## src/rtl/rxq_pkg.sv

```systemverilog
package rxq_pkg;

  typedef struct packed {
    logic frame;
    logic parity;
    logic brk;
  } rx_err_t;

  typedef struct packed {
    logic push;
    logic pop;
    logic clrErr;
    logic headEvent;
    logic headFromIn;
    logic hasData;
  } rxq_strobe_t;

endpackage

```

## src/rtl/rxq_control.sv

```systemverilog
module rxq_control
  import rxq_pkg::*;
#(
  parameter int DEPTH = 3
) (
  input  logic        clk,
  input  logic        rst_n,
  input  logic        rxLoad,
  input  logic        rxStartDet,
  input  logic        popReq,
  input  logic        errClear,
  input  logic        swRts,
  input  logic        autoRtsEn,
  input  logic        irqSelFull,
  output rxq_strobe_t strb,
  output logic        rxReady,
  output logic        fifoFull,
  output logic        irqReq,
  output logic        overrun,
  output logic        rtsN
);

  localparam int CNT_W = $clog2(DEPTH + 1);
  localparam logic [CNT_W-1:0] FULL_CNT = CNT_W'(DEPTH);
  localparam logic [CNT_W-1:0] ONE_CNT  = CNT_W'(1);

  logic [CNT_W-1:0] count, countNext;
  logic canPop, canPush, fromIn, autoHold;

  assign rxReady  = (count != '0);
  assign fifoFull = (count == FULL_CNT);
  assign canPop   = popReq && rxReady;
  assign canPush  = rxLoad && (!fifoFull || canPop);
  assign fromIn   = canPush && (!rxReady || (canPop && count == ONE_CNT));

  always_comb begin
    countNext = count;
    if (canPush && !canPop) countNext = count + ONE_CNT;
    else if (!canPush && canPop) countNext = count - ONE_CNT;
  end

  always_comb begin
    strb.push       = canPush;
    strb.pop        = canPop;
    strb.clrErr     = errClear;
    strb.headFromIn = fromIn;
    strb.headEvent  = fromIn || (canPop && count > ONE_CNT);
    strb.hasData    = rxReady;
  end

  always_ff @(posedge clk or negedge rst_n) begin
    if (!rst_n) begin
      count    <= '0;
      overrun  <= 1'b0;
      autoHold <= 1'b0;
    end else begin
      count    <= countNext;
      overrun  <= (overrun && !errClear) || (rxLoad && !canPush);
      autoHold <= autoRtsEn && (countNext == FULL_CNT) &&
                  (autoHold || (rxStartDet && fifoFull));
    end
  end

  assign irqReq = irqSelFull ? fifoFull : rxReady;
  assign rtsN   = !(swRts && !autoHold);


  count_bound_chk: assert property (@(posedge clk) disable iff (!rst_n)
    count <= FULL_CNT);


  overrun_set_chk: assert property (@(posedge clk) disable iff (!rst_n)
    (rxLoad && fifoFull && !popReq) |=> overrun);


  rts_hold_chk: assert property (@(posedge clk) disable iff (!rst_n)
    (autoRtsEn && rxStartDet && fifoFull && !popReq) |=> rtsN);

endmodule

```

## src/rtl/rxq_datapath.sv

```systemverilog
module rxq_datapath
  import rxq_pkg::*;
#(
  parameter int DATA_W = 8,
  parameter int DEPTH  = 3
) (
  input  logic              clk,
  input  logic              rst_n,
  input  rxq_strobe_t       strb,
  input  logic [DATA_W-1:0] inData,
  input  rx_err_t           inErr,
  input  logic              blockMode,
  output logic [DATA_W-1:0] headData,
  output rx_err_t           reportErr
);

  localparam int PTR_W = (DEPTH > 1) ? $clog2(DEPTH) : 1;
  localparam logic [PTR_W-1:0] LAST_IDX = PTR_W'(DEPTH - 1);

  typedef struct packed {
    logic [DATA_W-1:0] data;
    rx_err_t           err;
  } slot_t;

  slot_t            slots [DEPTH];
  logic [PTR_W-1:0] wrPtr, rdPtr, rdNext;
  rx_err_t          accum, newHeadErr;

  function automatic logic [PTR_W-1:0] bump(input logic [PTR_W-1:0] p);
    return (p == LAST_IDX) ? '0 : p + PTR_W'(1);
  endfunction

  for (genvar i = 0; i < DEPTH; i++) begin : g_slot
    always_ff @(posedge clk or negedge rst_n) begin
      if (!rst_n) slots[i] <= '0;
      else if (strb.push && wrPtr == PTR_W'(i)) slots[i] <= '{data: inData, err: inErr};
    end
  end

  assign rdNext     = bump(rdPtr);
  assign newHeadErr = strb.headFromIn ? inErr : slots[rdNext].err;

  always_ff @(posedge clk or negedge rst_n) begin
    if (!rst_n) begin
      wrPtr <= '0;
      rdPtr <= '0;
      accum <= '0;
    end else begin
      if (strb.push) wrPtr <= bump(wrPtr);
      if (strb.pop)  rdPtr <= rdNext;
      accum <= (strb.clrErr ? rx_err_t'('0) : accum) |
               (strb.headEvent ? newHeadErr : rx_err_t'('0));
    end
  end

  assign headData  = slots[rdPtr].data;
  assign reportErr = blockMode ? accum :
                     (strb.hasData ? slots[rdPtr].err : rx_err_t'('0));


  pop_needs_data_chk: assert property (@(posedge clk) disable iff (!rst_n)
    strb.pop |-> strb.hasData);


  accum_sticky_chk: assert property (@(posedge clk) disable iff (!rst_n)
    !strb.clrErr |=> ((accum & $past(accum)) == $past(accum)));

endmodule

```

## src/rtl/rx_status_fifo.sv

```systemverilog
module rx_status_fifo
  import rxq_pkg::*;
#(
  parameter int DATA_W = 8,
  parameter int DEPTH  = 3
) (
  input  logic              clk,
  input  logic              rst_n,
  input  logic [DATA_W-1:0] rxData,
  input  logic              rxFrameErr,
  input  logic              rxParErr,
  input  logic              rxBrk,
  input  logic              rxLoad,
  input  logic              rxStartDet,
  input  logic              popReq,
  input  logic              errClear,
  input  logic              swRts,
  input  logic              autoRtsEn,
  input  logic              irqSelFull,
  input  logic              blockErrMode,
  output logic [DATA_W-1:0] headData,
  output logic              stFrameErr,
  output logic              stParErr,
  output logic              stBrk,
  output logic              rxReady,
  output logic              fifoFull,
  output logic              irqReq,
  output logic              overrun,
  output logic              rtsN
);

  rxq_strobe_t strb;
  rx_err_t     inErr, repErr;

  assign inErr = '{frame: rxFrameErr, parity: rxParErr, brk: rxBrk};

  rxq_control #(.DEPTH(DEPTH)) u_ctrl (
    .clk(clk), .rst_n(rst_n), .rxLoad(rxLoad), .rxStartDet(rxStartDet),
    .popReq(popReq), .errClear(errClear), .swRts(swRts), .autoRtsEn(autoRtsEn),
    .irqSelFull(irqSelFull), .strb(strb), .rxReady(rxReady), .fifoFull(fifoFull),
    .irqReq(irqReq), .overrun(overrun), .rtsN(rtsN)
  );

  rxq_datapath #(.DATA_W(DATA_W), .DEPTH(DEPTH)) u_dp (
    .clk(clk), .rst_n(rst_n), .strb(strb), .inData(rxData), .inErr(inErr),
    .blockMode(blockErrMode), .headData(headData), .reportErr(repErr)
  );

  assign stFrameErr = repErr.frame;
  assign stParErr   = repErr.parity;
  assign stBrk      = repErr.brk;

endmodule

```

## config.mk

```make
export PLATFORM = sky130hd
export DESIGN_NAME = rx_status_fifo
export DESIGN_NICKNAME = d
export VERILOG_FILES = /design/src/rtl/rxq_pkg.sv /design/src/rtl/rxq_control.sv /design/src/rtl/rxq_datapath.sv /design/src/rtl/rx_status_fifo.sv
export SDC_FILE = /design/constraint.sdc
export NUM_CORES = 1
export LEC_CHECK = 0
export ABC_AREA = 1
export CAP_MARGIN = 10
export CORE_MARGIN = 4
export CORE_UTILIZATION = 56
export CTS_CLUSTER_DIAMETER = 50
export DETAILED_ROUTE_END_ITERATION = 16
export DONT_BUFFER_PORTS = 1
export GPL_ROUTABILITY_DRIVEN = 0
export GPL_TIMING_DRIVEN = 0
export PLACE_DENSITY = 0.84
export RECOVER_POWER = 100
export SLEW_MARGIN = 20
export SYNTH_ARGS = -nofsm -noshare
export SYNTH_HDL_FRONTEND = slang
export SYNTH_SLANG_ARGS = --single-unit
```

## constraint.sdc

```tcl
create_clock -name clk -period 1.7 [get_ports clk]
set_clock_uncertainty 0.2 [all_clocks]
set_input_delay 0.34 -clock clk [delete_from_list [all_inputs] [get_ports clk]]
set_output_delay 0.34 -clock clk [all_outputs]
set_load 0.05 [all_outputs]
```

# After elaboration in Yosys (flattened, before gate mapping)
# Cells that the tools add are included.
dict set report totals {
  input_bits 21
  out_inout_bits 16
  n_memories 0
  latchBits 0
  wordCells 82
  rom_bits 0
  ram_bits 0
  reg_bits 44
}
dict set report classes {
  n_shift 0
  mux 16
  div 0
  magnitude_cmp 3
  multipliers 0
  n_eq_ne 6
  n_reduce_logical 30
  n_addsub 4
  bitwise 3
}
# operator n
set ops {}
lappend ops {{11-bit binary-select mux with 2-bit select} 2}
lappend ops {{11-bit 2-to-1 mux} 2}
lappend ops {{3-bit 2-to-1 mux} 7}
lappend ops {{1-bit logical AND} 16}
lappend ops {{2-bit == test, second input constant} 4}
lappend ops {{2-bit 2-to-1 mux} 4}
lappend ops {{1-bit logical NOT} 7}
lappend ops {{2-bit by 1-bit adder with 2-bit output, second input constant} 3}
lappend ops {{3-bit greater-or-equal comparator, second input constant} 2}
lappend ops {{2-bit inverter with 3-bit output} 2}
lappend ops {{1-bit logical OR} 5}
lappend ops {{2-bit by 1-bit == test with 1-bit output, second input constant} 2}
lappend ops {{3-bit bitwise OR} 1}
lappend ops {{2-bit by 1-bit greater-than comparator with 1-bit output, second input constant} 1}
lappend ops {{2-bit logical NOT} 1}
lappend ops {{2-bit nonzero test} 1}
lappend ops {{2-bit by 1-bit subtractor with 2-bit output, second input constant} 1}
lappend ops {{1-bit 2-to-1 mux} 1}

# Logic depth before layout (Yosys ltp)
# Gate-level depths: netlist of the first run.
dict set report depth {
  depth_word 11
  mapped_depth 9
  depth_no_buf 9
}

# Cells and area by module
# A second synthesis of the first run with hierarchy kept.
dict set report unflattened {
  hier_cells 275
  hier_area_um2 2227.1
}
# module area_each_um2 cells_each instances
set by_module_without_submodules {}
lappend by_module_without_submodules {rxq_datapath 1844.3 226 1}
lappend by_module_without_submodules {rxq_control 382.9 49 1}

# Worst setup path after synthesis of the first run
# OpenSTA, ideal clock, no wires.
dict set report synth_path {
  kind {reg2out}
  startpoint {reg u_ctrl.count[0]}
  endpoint {out irqReq}
  setup_slack_ns -0.615
  path_stages_with_launch 4
  path_buffers 0
  arrival_ns 1.775
  cell_sequence {dfrtp_1 > inv_1 > ha_1 > o21ai_0}
}
dict set report synth_between {
  elab_chain_cells 2
  word_cells_on_any_way 3
}
# element line
set synth_lines {}
lappend synth_lines {{start, declared} rxq_control.sv:27} ;# logic [CNT_W-1:0] count, countNext;
lappend synth_lines {{start signal, assigned} rxq_control.sv:57} ;# count <= countNext;
lappend synth_lines {{2-bit == test / 2-bit nonzero test (equally long branches)} {rxq_control.sv:31, rxq_control.sv:30}}
lappend synth_lines {{1-bit 2-to-1 mux (*)} rxq_control.sv:64} ;# assign irqReq = irqSelFull ? fifoFull : rxReady;
lappend synth_lines {{end, declared} rx_status_fifo.sv:27} ;# output logic irqReq,
# Every way passes the cells marked *; elsewhere a longest branch is shown, timed or not.

# Worst setup path after layout of the first run
dict set report layout_path {
  startpoint {reg u_dp.rdPtr[1]}
  endpoint {out headData[1]}
}
dict set report layout_between {
  elab_chain_cells 4
}
# element line
set layout_lines {}
lappend layout_lines {{start, declared} rxq_datapath.sv:26} ;# logic [PTR_W-1:0] wrPtr, rdPtr, rdNext;
lappend layout_lines {{start signal, assigned} rxq_datapath.sv:50} ;# if (strb.pop) rdPtr <= rdNext;
lappend layout_lines {{2-bit inverter with 3-bit output (not written as such)} rxq_datapath.sv:56} ;# assign headData = slots[rdPtr].data;
lappend layout_lines {{11-bit binary-select mux with 2-bit select} rxq_datapath.sv:56}
lappend layout_lines {{11-bit 2-to-1 mux (not written as such) (2 in series)} rxq_datapath.sv:56}
lappend layout_lines {{end, declared} rx_status_fifo.sv:21} ;# output logic [DATA_W-1:0] headData,
# Every way passes these cells. The select of a mux whose other input is x is not followed.

==> out/metrics.yaml, run 1 <==
outcome:
  outcome: "complete, but fails checks"
  violations: "negative setup slack"
critical_path:
  cp-startpoint: "u_dp.rdPtr[1]"
  cp-start-kind: "register"
  worstSetupEndpointType: "primary output"
  ff2ff_path_depth: 11
  cpPeakStageDelay_ns: 0.47
  cp_max_fo: 7
  r2r_slack_ns: -0.37
  critPathSlowestCell: "dfrtp_2"
  worstPathArrival_ns: 1.61
  worst-setup-path-type: "register to primary output"
  crit-reg2reg-launch: "u_ctrl.count[0]"
  cp_top_family: "flip-flops"
  cp_cell_sequence: "inv_4 -> buf_4 -> nor2_4 -> buf_12 -> nand2_2 -> nand3_4"
  cp_num_buf_inv: 3
  r2r_end: "u_dp.slots[13]"
  worstPathRequired_ns: 1.16
power_and_ir_drop:
  power_density_nw_per_um2: 2310
  p_leak_nw: 1.64
  p_switching_w: 0.00415
  ir_drop_uv: 1400
  p_sw_share_pct: 50.2
  clock_power_share_pct: 10.8
  p_comb_share_pct: 62.7
  seqPwrFrac_pct: 26.5
  p_int_w: 0.00412
floorplanning:
  num_io_pins: 37
  rows: 23
  dieHeight_um: 72.0
  die_w_um: 72.0
  coreArea_um2: 3970
  dieArea_um2: 5190
  start_util_pct: 57.8
clocking:
  h-tree-depth: 2
  clock_latency_ns: 0.31
  clkSinkCount: 44
  clk_pin_slew_worst_paths_ns: 0.09
  clock-root-buffer: "clkbuf_8"
  clockBufferDepth: 2
  tritoncts: "done"
  cts_buffers: 5
worst_hold_path:
  worstHoldPathCells: 1
  min_from: "rxLoad"
  holdPathEnd: "u_ctrl.overrun"
  hold_class: "input pin to register"
yosys:
  synth.distinct_cells: 23
  synth_edf_count: 0
  yosys_warnings: 0
  synth_most_common_cell: "nand2_1"
  syn_nets: 279
  synthArstFlopShare_pct: 100
  synth_ff_type: "dfrtp_1"
  syn-cell-area_um2: 2290
  synth_area_leaders: "dfrtp_1 48%, nand2_1 13%, o21ai_2 13%"
  syn_avg_cell_area_um2: 9.00
  synth_top_area_cell: "dfrtp_1"
  synth-seq-cells: 44
  yosys-top-cells-count: "80 x nand2_1, 44 x dfrtp_1, 33 x o21ai_2, 27 x inv_1, 13 x nand3_1"
  synthCells: 255
  yosys.area.top_type_share_pct: 48.0
  ys_seq_area_share_pct: 48.0
global_routing:
  grt.overflow.total: 0
  grt_max_degree: 45
  grt_pass1_vias: 2244
  gr-usage-all-layers_pct: 31.0
  grt_pass1_wl_mm: 12.0
  grt_antenna_before_repair: 0
cells_and_area:
  drive_gt1_share_pct: 58.8
  area_growth_pct: 55.8
  n_fill_cell: 150
  nNetsFinal: 324
  n_antenna_cell: 0
timing:
  rsz0062_at_grt: "true"
  slew_viol_final: 0
  hold_ws_ns: 0.0143
  finalCritPeriodShare_pct: 127
  worst_slack_ns: -0.452
  hold_viol_final: 0
  slew_headroom_pct: 59.4
  setup_viol: 54
  layout_min_cycle_time_ns: 2.15
  fmax_ghz: 0.465
  tns_ns: -16.12
  tightest_slew_ns: 0.609
route:
  drt_iter0_drc: 306
  avgRoutedWirePerCell_um: 26.1
  ant_nets: 0
  routed_wl_mm: 9.16
  drc: 0
  first_pass_iters: 5
  vias: 2350
  via_per_inst: 6.70
job:
  max-cap-violations: 0
placement:
  dp_hpwl_mm: 3.32
  io_buffers: 0
  pre_cts_ws_ns: -0.322
==> kinds of logic after synthesis <==
group / count (synthesis) / synth area share [%]
and+or+nand+nor: 122 / 24.6
DFF: 44 / 48.0
buffers and inverters: 36 / 7.96
AOI/OAI and AO/OA: 50 / 17.8
adders and majority gates: 3 / 1.64
==> flip-flops by register name, summed over array words and instances (netlist names) <==
register and count:
u_ctrl.autoHold 1, u_ctrl.count 2, u_ctrl.overrun 1, u_dp.accum 3, u_dp.rdPtr 2, u_dp.slots 33
u_dp.wrPtr 2
==> per-layer routing <==
metal,up-vias,part of all wire [%],GRT usage [%]
met4,0,5.6,11.7
met5,-,0,0
met2,203,48,50.6
li1,925,-,-
met1,1162,37,40.8
met3,60,8.8,6.37
==> layout make-up <==
cell class / instances / area, µm² / share of cell area [%]
buffer: 6 / 105 / 2.94
clock buffer: 7 / 96.3 / 2.70
clock inverter: 1 / 30.0 / 0.840
inverter: 28 / 123 / 3.43
multi-input combinational: 175 / 1550 / 43.3
sequential: 44 / 1100 / 30.9
tap: 50 / 62.6 / 1.75
timing repair buffer: 40 / 507 / 14.2
==> placed cells by master (no fill, tap or decap), drive strengths merged, types with 2 or more instances in the layout <==
cell type,instances
o21ai,41
nand4,3
ha,3
clkbuf,8
buf,42
inv,27
nand3,16
nor2,7
nor3,3
nand2,89
dlygate4sd3,3
dfrtp,44
a22oi,6
or2,2
==> metrics by stage <==
stage	cell area (µm²)	total power [W]	util, %	std cells
floorplan	2410	0.00444	-	255
global placement	2470	0.00481	62.2	305
detailed placement	2470	0.00491	62.2	305
CTS	3360	0.00730	84.6	344
global route	3570	0.00853	90.0	351
finish	3570	0.00826	90.0	351
==> worst max-delay path by stage <==
| stage | end | slack, ns | cells past startpoint |
|---|---|---|---|
| final | headData[1] | -0.45 | 6 |
| after global routing | stParErr | -0.49 | 5 |
| after CTS | stFrameErr | -0.30 | 5 |
| after detailed placement | u_dp.slots[9] | -0.32 | 9 |
| after global placement | u_dp.slots[8] | -0.30 | 9 |
| after floorplan | u_dp.slots[23] | -0.12 | 9 |
==> what timing repair did <==
action,in CTS,in global routing
endpoints found under the hold margin,46,0
gates resized for setup,95,54
hold buffers,4,0
pin swaps,23,22
setup buffers,22,12
gates cloned,6,0
setup endpoints to repair,51,54
==> power groups by stage <==
| stage | Combinational, W | Clock [W] | Sequential [W] |
|---|---|---|---|
| after floorplan | 0.00261 | 0 | 0.00184 |
| after global placement | 0.00293 | 0 | 0.00188 |
| after detailed placement | 0.00300 | 0 | 0.00191 |
| after CTS | 0.00441 | 0.000882 | 0.00201 |
| after global routing | 0.00536 | 0.000942 | 0.00222 |
| final | 0.00518 | 0.000889 | 0.00219 |
(Power assumes the default switching activity.)
==> inputs of run 2 (changes only) <==
- clock period: 1.7 -> 1.74 ns (I/O delays scaled with it)
==> run 2 against run 1 <==
  * Worst hold slack got worse by 0.0032 ns
  * Power decreased by 3.2%
  * Routed wire length decreased by 3.6%
  * The run still ends with negative setup slack left
  * Highest routed layer unchanged
  * Sequential cell count unchanged
  * Sequential power about the same
  * Die area unchanged
  * Clock power decreased by 24%
  * Critical path depth decreased by 2
  * First-iteration DRC count decreased by 4.9%
  * Largest cell class unchanged
==> out/metrics.yaml, run 2 (synthesis gave the netlist of run 1 again) <==
outcome:
  outcome: "complete, but fails checks"
  violations: "negative setup slack"
route:
  ant_nets: 0  # unchanged
  avgRoutedWirePerCell_um: 24.9  # -4.4%
  drt_iter0_drc: 291  # -4.9%
  drc: 0  # unchanged
  routed_wl_mm: 8.83  # -3.6%
  vias: 2234  # -4.9%
  via_per_inst: 6.31  # -5.7%
  first_pass_iters: 5  # unchanged
clocking:
  h-tree-depth: 2  # unchanged
  cts_buffers: 5  # unchanged
  clock-root-buffer: "clkbuf_8"
  clockBufferDepth: 2  # unchanged
  clk_pin_slew_worst_paths_ns: 0.08  # about the same
  clock_latency_ns: 0.31  # about the same
  tritoncts: "done"
  clkSinkCount: 44  # unchanged
cells_and_area:
  n_antenna_cell: 0  # unchanged
  multi_input_area_um2: 1540  # -0.81%
  area_growth_pct: 56.8
  utilization_pct: 90.6  # +0.57 points
  largest_reg_flops: 33  # unchanged
  drive_gt1_share_pct: 60.2  # +1.4 points
  reg_top3: "u_dp.slots: 33 flops, u_dp.accum: 3 flops"
  layout_commonest_cell: "nand2_4"
  final_cell_mix: "43 x nand2_4, 41 x dfrtp_1, 34 x o21ai_2"
  n_fill_cell: 156  # +4.0%
  top_register: "u_dp.slots"
  nNetsFinal: 327  # +0.93%
  postLayoutCellArea_um2: 3600  # +0.63%
  regArea_um2: 1100  # +0.11%
timing:
  hold_viol_final: 0  # unchanged
  setup_viol: 54  # unchanged
  rsz0062_at_grt: "true"
  worst_slack_ns: -0.415  # +0.0369 ns
  layout_min_cycle_time_ns: 2.16
  fmax_ghz: 0.464
  tns_ns: -14.20  # +1.93 ns
  slew_viol_final: 0  # unchanged
  slew_headroom_pct: 35.5  # -24 points
  tightest_slew_ns: 0.968  # +0.359 ns
  finalCritPeriodShare_pct: 124
global_routing:
  grt.overflow.total: 0  # unchanged
  grt_max_degree: 45  # unchanged
  gr-usage-all-layers_pct: 31.7  # +0.71 points
  grt_pass1_vias: 2243  # -0.045%
  grt_pass1_wl_mm: 12.3  # +2.7%
  grt_antenna_before_repair: 0  # unchanged
critical_path:
  crit-reg2reg-launch: "u_ctrl.count[1]"
  worst-setup-path-type: "register to primary output"
  cp-start-kind: "register"
  ff2ff_path_depth: 11  # unchanged
  worstSetupEndpointType: "primary output"
  critPathSlowestCell: "dfrtp_2"
  cp_cell_sequence: "buf_4 -> nor3_1 -> o21ai_1 -> nand2_2"
  r2r_end: "u_dp.slots[23]"
  r2r_slack_ns: -0.38  # about the same
  cpPeakStageDelay_ns: 0.51  # +0.04 ns
  cp_max_fo: 5  # -2
  worstPathArrival_ns: 1.61  # about the same
  worstPathRequired_ns: 1.19  # +0.03 ns
floorplanning:
  dieArea_um2: 5190  # unchanged
  coreArea_um2: 3970  # unchanged
  num_io_pins: 37  # unchanged
  dieHeight_um: 72.0  # unchanged
  start_util_pct: 57.8  # unchanged
  rows: 23  # unchanged
  die_w_um: 72.0  # unchanged
power_and_ir_drop:
  seqPwrFrac_pct: 27.0  # +0.5 points
  power_density_nw_per_um2: 2220  # -3.8%
  p_int_w: 0.00396  # -3.7%
  p_switching_w: 0.00403  # -2.8%
  p_sw_share_pct: 50.4  # +0.24 points
  p_comb_share_pct: 64.6  # +1.9 points
  p_leak_nw: 1.72  # +5.1%
  clock_power_share_pct: 8.4  # -2.4 points
  ir_drop_uv: 1350  # -3.1%
job:
  max-cap-violations: 0  # unchanged
worst_hold_path:
  min_from: "rxBrk"
  holdPathEnd: "u_dp.accum[0]"
  hold_class: "input pin to register"
  worstHoldPathCells: 2  # +1
placement:
  io_buffers: 0  # unchanged
  pre_cts_ws_ns: -0.420  # -0.0974 ns
  dp_hpwl_mm: 3.24  # -2.5%
  place_area_um2: 2480  # +0.35%
-- run 2: cell types whose count changed in the layout (fill, tap and decap cells not counted), sizes merged --
| cell | before | now |
|---|---|---|
| dlygate4sd3 | 3 | 1 |
| buf | 42 | 48 |
| bufinv | 1 | 0 |
-- run 2: layout make-up --
| cell class | count | share of cell area, % |
|---|---|---|
| repair buffers | 42 | 15.3 |
| plain buffers | 7 | 3.62 |
| flip-flops and latches | 44 | 30.7 |
| inverters | 28 | 3.48 |
| multi-input cells | 175 | 42.7 |
| clock buffers | 8 | 2.50 |
| well taps | 50 | 1.74 |
-- run 2: power by group through the flow --
stage	Combinational [W]	Sequential (W)	Clock, W
6_report	0.00516	0.00216	0.000675
5_1_grt	0.00537	0.00219	0.000721
4_1_cts	0.00456	0.00195	0.000661
3_5_place_dp	0.00293	0.00186	0
3_3_place_gp	0.00287	0.00184	0
2_1_floorplan	0.00256	0.00180	0
-- run 2: how the worst max path moves through the flow --
stage	startpoint	end	slack, ns
floorplan	u_ctrl.count[0]	u_dp.slots[23]	-0.08
global placement	u_dp.rdPtr[1]	stBrk	-0.39
detailed placement	u_dp.rdPtr[1]	stBrk	-0.42
CTS	u_dp.rdPtr[1]	headData[4]	-0.29
global route	u_dp.rdPtr[0]	stParErr	-0.43
finish	u_dp.rdPtr[0]	stParErr	-0.42
-- run 2: stage by stage --
step / total power [W] / std cells / hold WS, ns
after global routing: 0.00828 / 354 / 0.0170
after detailed placement: 0.00479 / 305 / -0.147
after global placement: 0.00471 / 305 / -0.147
final: 0.00800 / 354 / 0.0111
after floorplan: 0.00435 / 255 / -0.148
after CTS: 0.00717 / 348 / 0.00562
-- run 2: metal layers --
layer | track usage (%) | share of wire (%) | routed length (µm) | vias up
met5 | 0 | 0 | 0 | -
met4 | 14.4 | 4.0 | 355 | 0
met3 | 6.37 | 6.3 | 554 | 43
met2 | 51.1 | 50 | 4420 | 151
met1 | 41.3 | 40 | 3500 | 1109
li1 | - | - | - | 931
-- run 2: what timing repair did --
action,CTS,global route
resized for setup,95,48
hold endpoints to repair,44,0
setup endpoints to repair,47,53
cloned,7,0
setup buffers,27,10
pin swaps,17,20
hold buffers,2,0
-- run 2: worst max-delay path: cells and delay by family, from the launching register on --
kind	cells	cell delay, ns
flops	1	0.51
simple gates	2	0.48
buf+inv	1	0.18
compound gates	1	0.14
==> inputs of run 3 (changes only) <==
- PLACE_DENSITY: 0.84 -> 0.79
==> run 3 against run 2 <==
  * The run still ends with negative setup slack left
  * Design area grew 1.0%
  * Count of clock-buffer cells in the layout unchanged
  * Sequential share of layout area shrank 0.34 points
  * Fmax down 4.2%
  * Largest power group unchanged
  * Power is 2.7% higher
==> out/metrics.yaml, run 3 (synthesis gave the netlist of run 1 again) <==
outcome:
  outcome: "complete, but fails checks"
  violations: "negative setup slack"
critical_path:
  cp-start-kind: "register"
  worstPathRequired_ns: 1.74  # +0.55 ns
  cpPeakStageDelay_ns: 0.41  # -0.10 ns
  critPathSlowestCell: "dfrtp_1"
  cp_num_buf_inv: 6  # +5
  worstSetupEndpointType: "register"
  worstPathArrival_ns: 2.25  # +0.64 ns
  worst-setup-path-type: "register to register"
  cp_cell_sequence: "inv_2 -> ha_4 -> buf_12 -> inv_16 -> nand2_8 -> a21oi_4 -> buf_12 -> buf_6 -> nand3_4 -> buf_12 -> nand2_4 -> o21ai_2"
  cp_max_fo: 6  # +1
  crit_top_cell: "buf_12"
  cp_top_family: "buffers and inverters"
power_and_ir_drop:
  p_leak_nw: 1.68  # -2.3%
  ir_drop_uv: 1400  # +3.2%
  power_density_nw_per_um2: 2260  # +1.7%
  fin_total_pwr_w: 0.00821  # +2.7%
cells_and_area:
  drive_gt1_share_pct: 57.1  # -3.1 points
  nNetsFinal: 335  # +2.4%
  top_register: "u_dp.slots"
  n_fill_cell: 135  # -13%
  area_growth_pct: 58.3
  layout_commonest_cell: "dfrtp_1"
  reg_top3: "u_dp.slots: 33 flops, u_dp.accum: 3 flops"
  largest_reg_flops: 33  # unchanged
  utilization_pct: 91.5  # +0.91 points
  final_cell_mix: "42 x dfrtp_1, 41 x nand2_1, 35 x nand2_4"
  n_antenna_cell: 0  # unchanged
  postLayoutCellArea_um2: 3630  # +1.0%
clocking:
  clock-root-buffer: "clkbuf_8"
  h-tree-depth: 2  # unchanged
  tritoncts: "done"
  cts_buffers: 5  # unchanged
  clockBufferDepth: 2  # unchanged
  clkSinkCount: 44  # unchanged
  clk_pin_slew_worst_paths_ns: 0.09  # about the same
  clock_latency_ns: 0.32  # about the same
timing:
  layout_min_cycle_time_ns: 2.25  # +0.0953 ns
  fmax_ghz: 0.444  # -4.2%
  tightest_slew_ns: 0.608  # -0.360 ns
  rsz0062_at_grt: "true"
  slew_viol_final: 0  # unchanged
  hold_viol_final: 0  # unchanged
  worst_slack_ns: -0.510  # -0.0953 ns
  setup_viol: 56  # +3.7%
  slew_headroom_pct: 59.5  # +24 points
  finalCritPeriodShare_pct: 129  # +5.5 points
  hold_ws_ns: 0.0277  # +0.0165 ns
route:
  routed_wl_mm: 9.76  # +11%
  drc: 0  # unchanged
  drt_iter0_drc: 258  # -11%
  ant_nets: 0  # unchanged
  vias: 2426  # +8.6%
  avgRoutedWirePerCell_um: 27.0  # +8.2%
  via_per_inst: 6.70  # +6.2%
  first_pass_iters: 6  # +1
floorplanning:
  rows: 23  # unchanged
  dieArea_um2: 5190  # unchanged
  dieHeight_um: 72.0  # unchanged
  die_w_um: 72.0  # unchanged
  coreArea_um2: 3970  # unchanged
  start_util_pct: 57.8  # unchanged
  num_io_pins: 37  # unchanged
global_routing:
  gr-usage-all-layers_pct: 32.0  # +0.36 points
  grt_pass1_vias: 2322  # +3.5%
  grt_pass1_wl_mm: 12.2  # -1.1%
  grt_max_degree: 45  # unchanged
  grt_antenna_before_repair: 0  # unchanged
  grt.overflow.total: 0  # unchanged
placement:
  io_buffers: 0  # unchanged
  dp_hpwl_mm: 3.22  # -0.68%
  place_area_um2: 2480  # unchanged
job:
  max-cap-violations: 0  # unchanged
worst_hold_path:
  hold_class: "input pin to register"
## run 3: final timing paths
path | start | end | slack, ns | depth (start not counted)
setup / recovery | u_ctrl.count[0] | u_dp.slots[24] | -0.51 | 12
hold / removal | rxFrameErr | u_dp.accum[2] | 0.03 | 2
setup reg to reg | u_ctrl.count[0] | u_dp.slots[24] | -0.51 | 12
hold reg to reg | u_dp.slots[4] | u_dp.slots[4] | 0.31 | 2
max in group asynchronous | rst_n | u_dp.rdPtr[0] | 0.48 | 2
min in group asynchronous | rst_n | u_dp.slots[12] | 0.40 | 2
## run 3: through the flow
stage	TNS [ns]	worst slack (ns)	instances
2_1_floorplan	-2.25	-0.0842	255
3_3_place_gp	-11.33	-0.459	305
3_5_place_dp	-12.63	-0.475	305
4_1_cts	-11.26	-0.331	350
5_1_grt	-20.99	-0.518	362
6_report	-19.77	-0.510	362
## run 3: final cells by class
| cell class | instances | area, µm² | share of cell area, % |
|---|---|---|---|
| Buffer | 8 | 146 | 4.03 |
| Clock buffer | 8 | 90.1 | 2.48 |
| Inverter | 28 | 124 | 3.41 |
| Multi-Input combinational cell | 175 | 1500 | 41.2 |
| Sequential cell | 44 | 1100 | 30.4 |
| Tap cell | 50 | 62.6 | 1.72 |
| Timing Repair Buffer | 49 | 612 | 16.8 |
## run 3: report_power, final
| part | switching [W] | internal (W) | total [W] |
|---|---|---|---|
| sequential | 0.000634 | 0.00149 | 0.00212 |
| clock | 0.000377 | 0.000325 | 0.000702 |
| combinational | 0.00314 | 0.00225 | 0.00539 |
| total | 0.00415 | 0.00406 | 0.00821 |
## run 3: routing by layer
metal  vias up  wire length (µm)  part of all wire, %  GRT usage [%]
met5         -                 0                    0              0
met4         0               751                  7.7           22.3
met3        76              1010                   10           10.1
met2       216              4490                   46           48.1
met1      1192              3520                   36           39.2
li1        942                 -                    -              -
## run 3: timing repair
item	in CTS	in global routing
buffers inserted	30	15
setup endpoints to repair	51	54
hold buffers	2	1
gates resized for setup	86	45
gates cloned	5	2
pin swaps	15	20
endpoints found under the hold margin	44	1
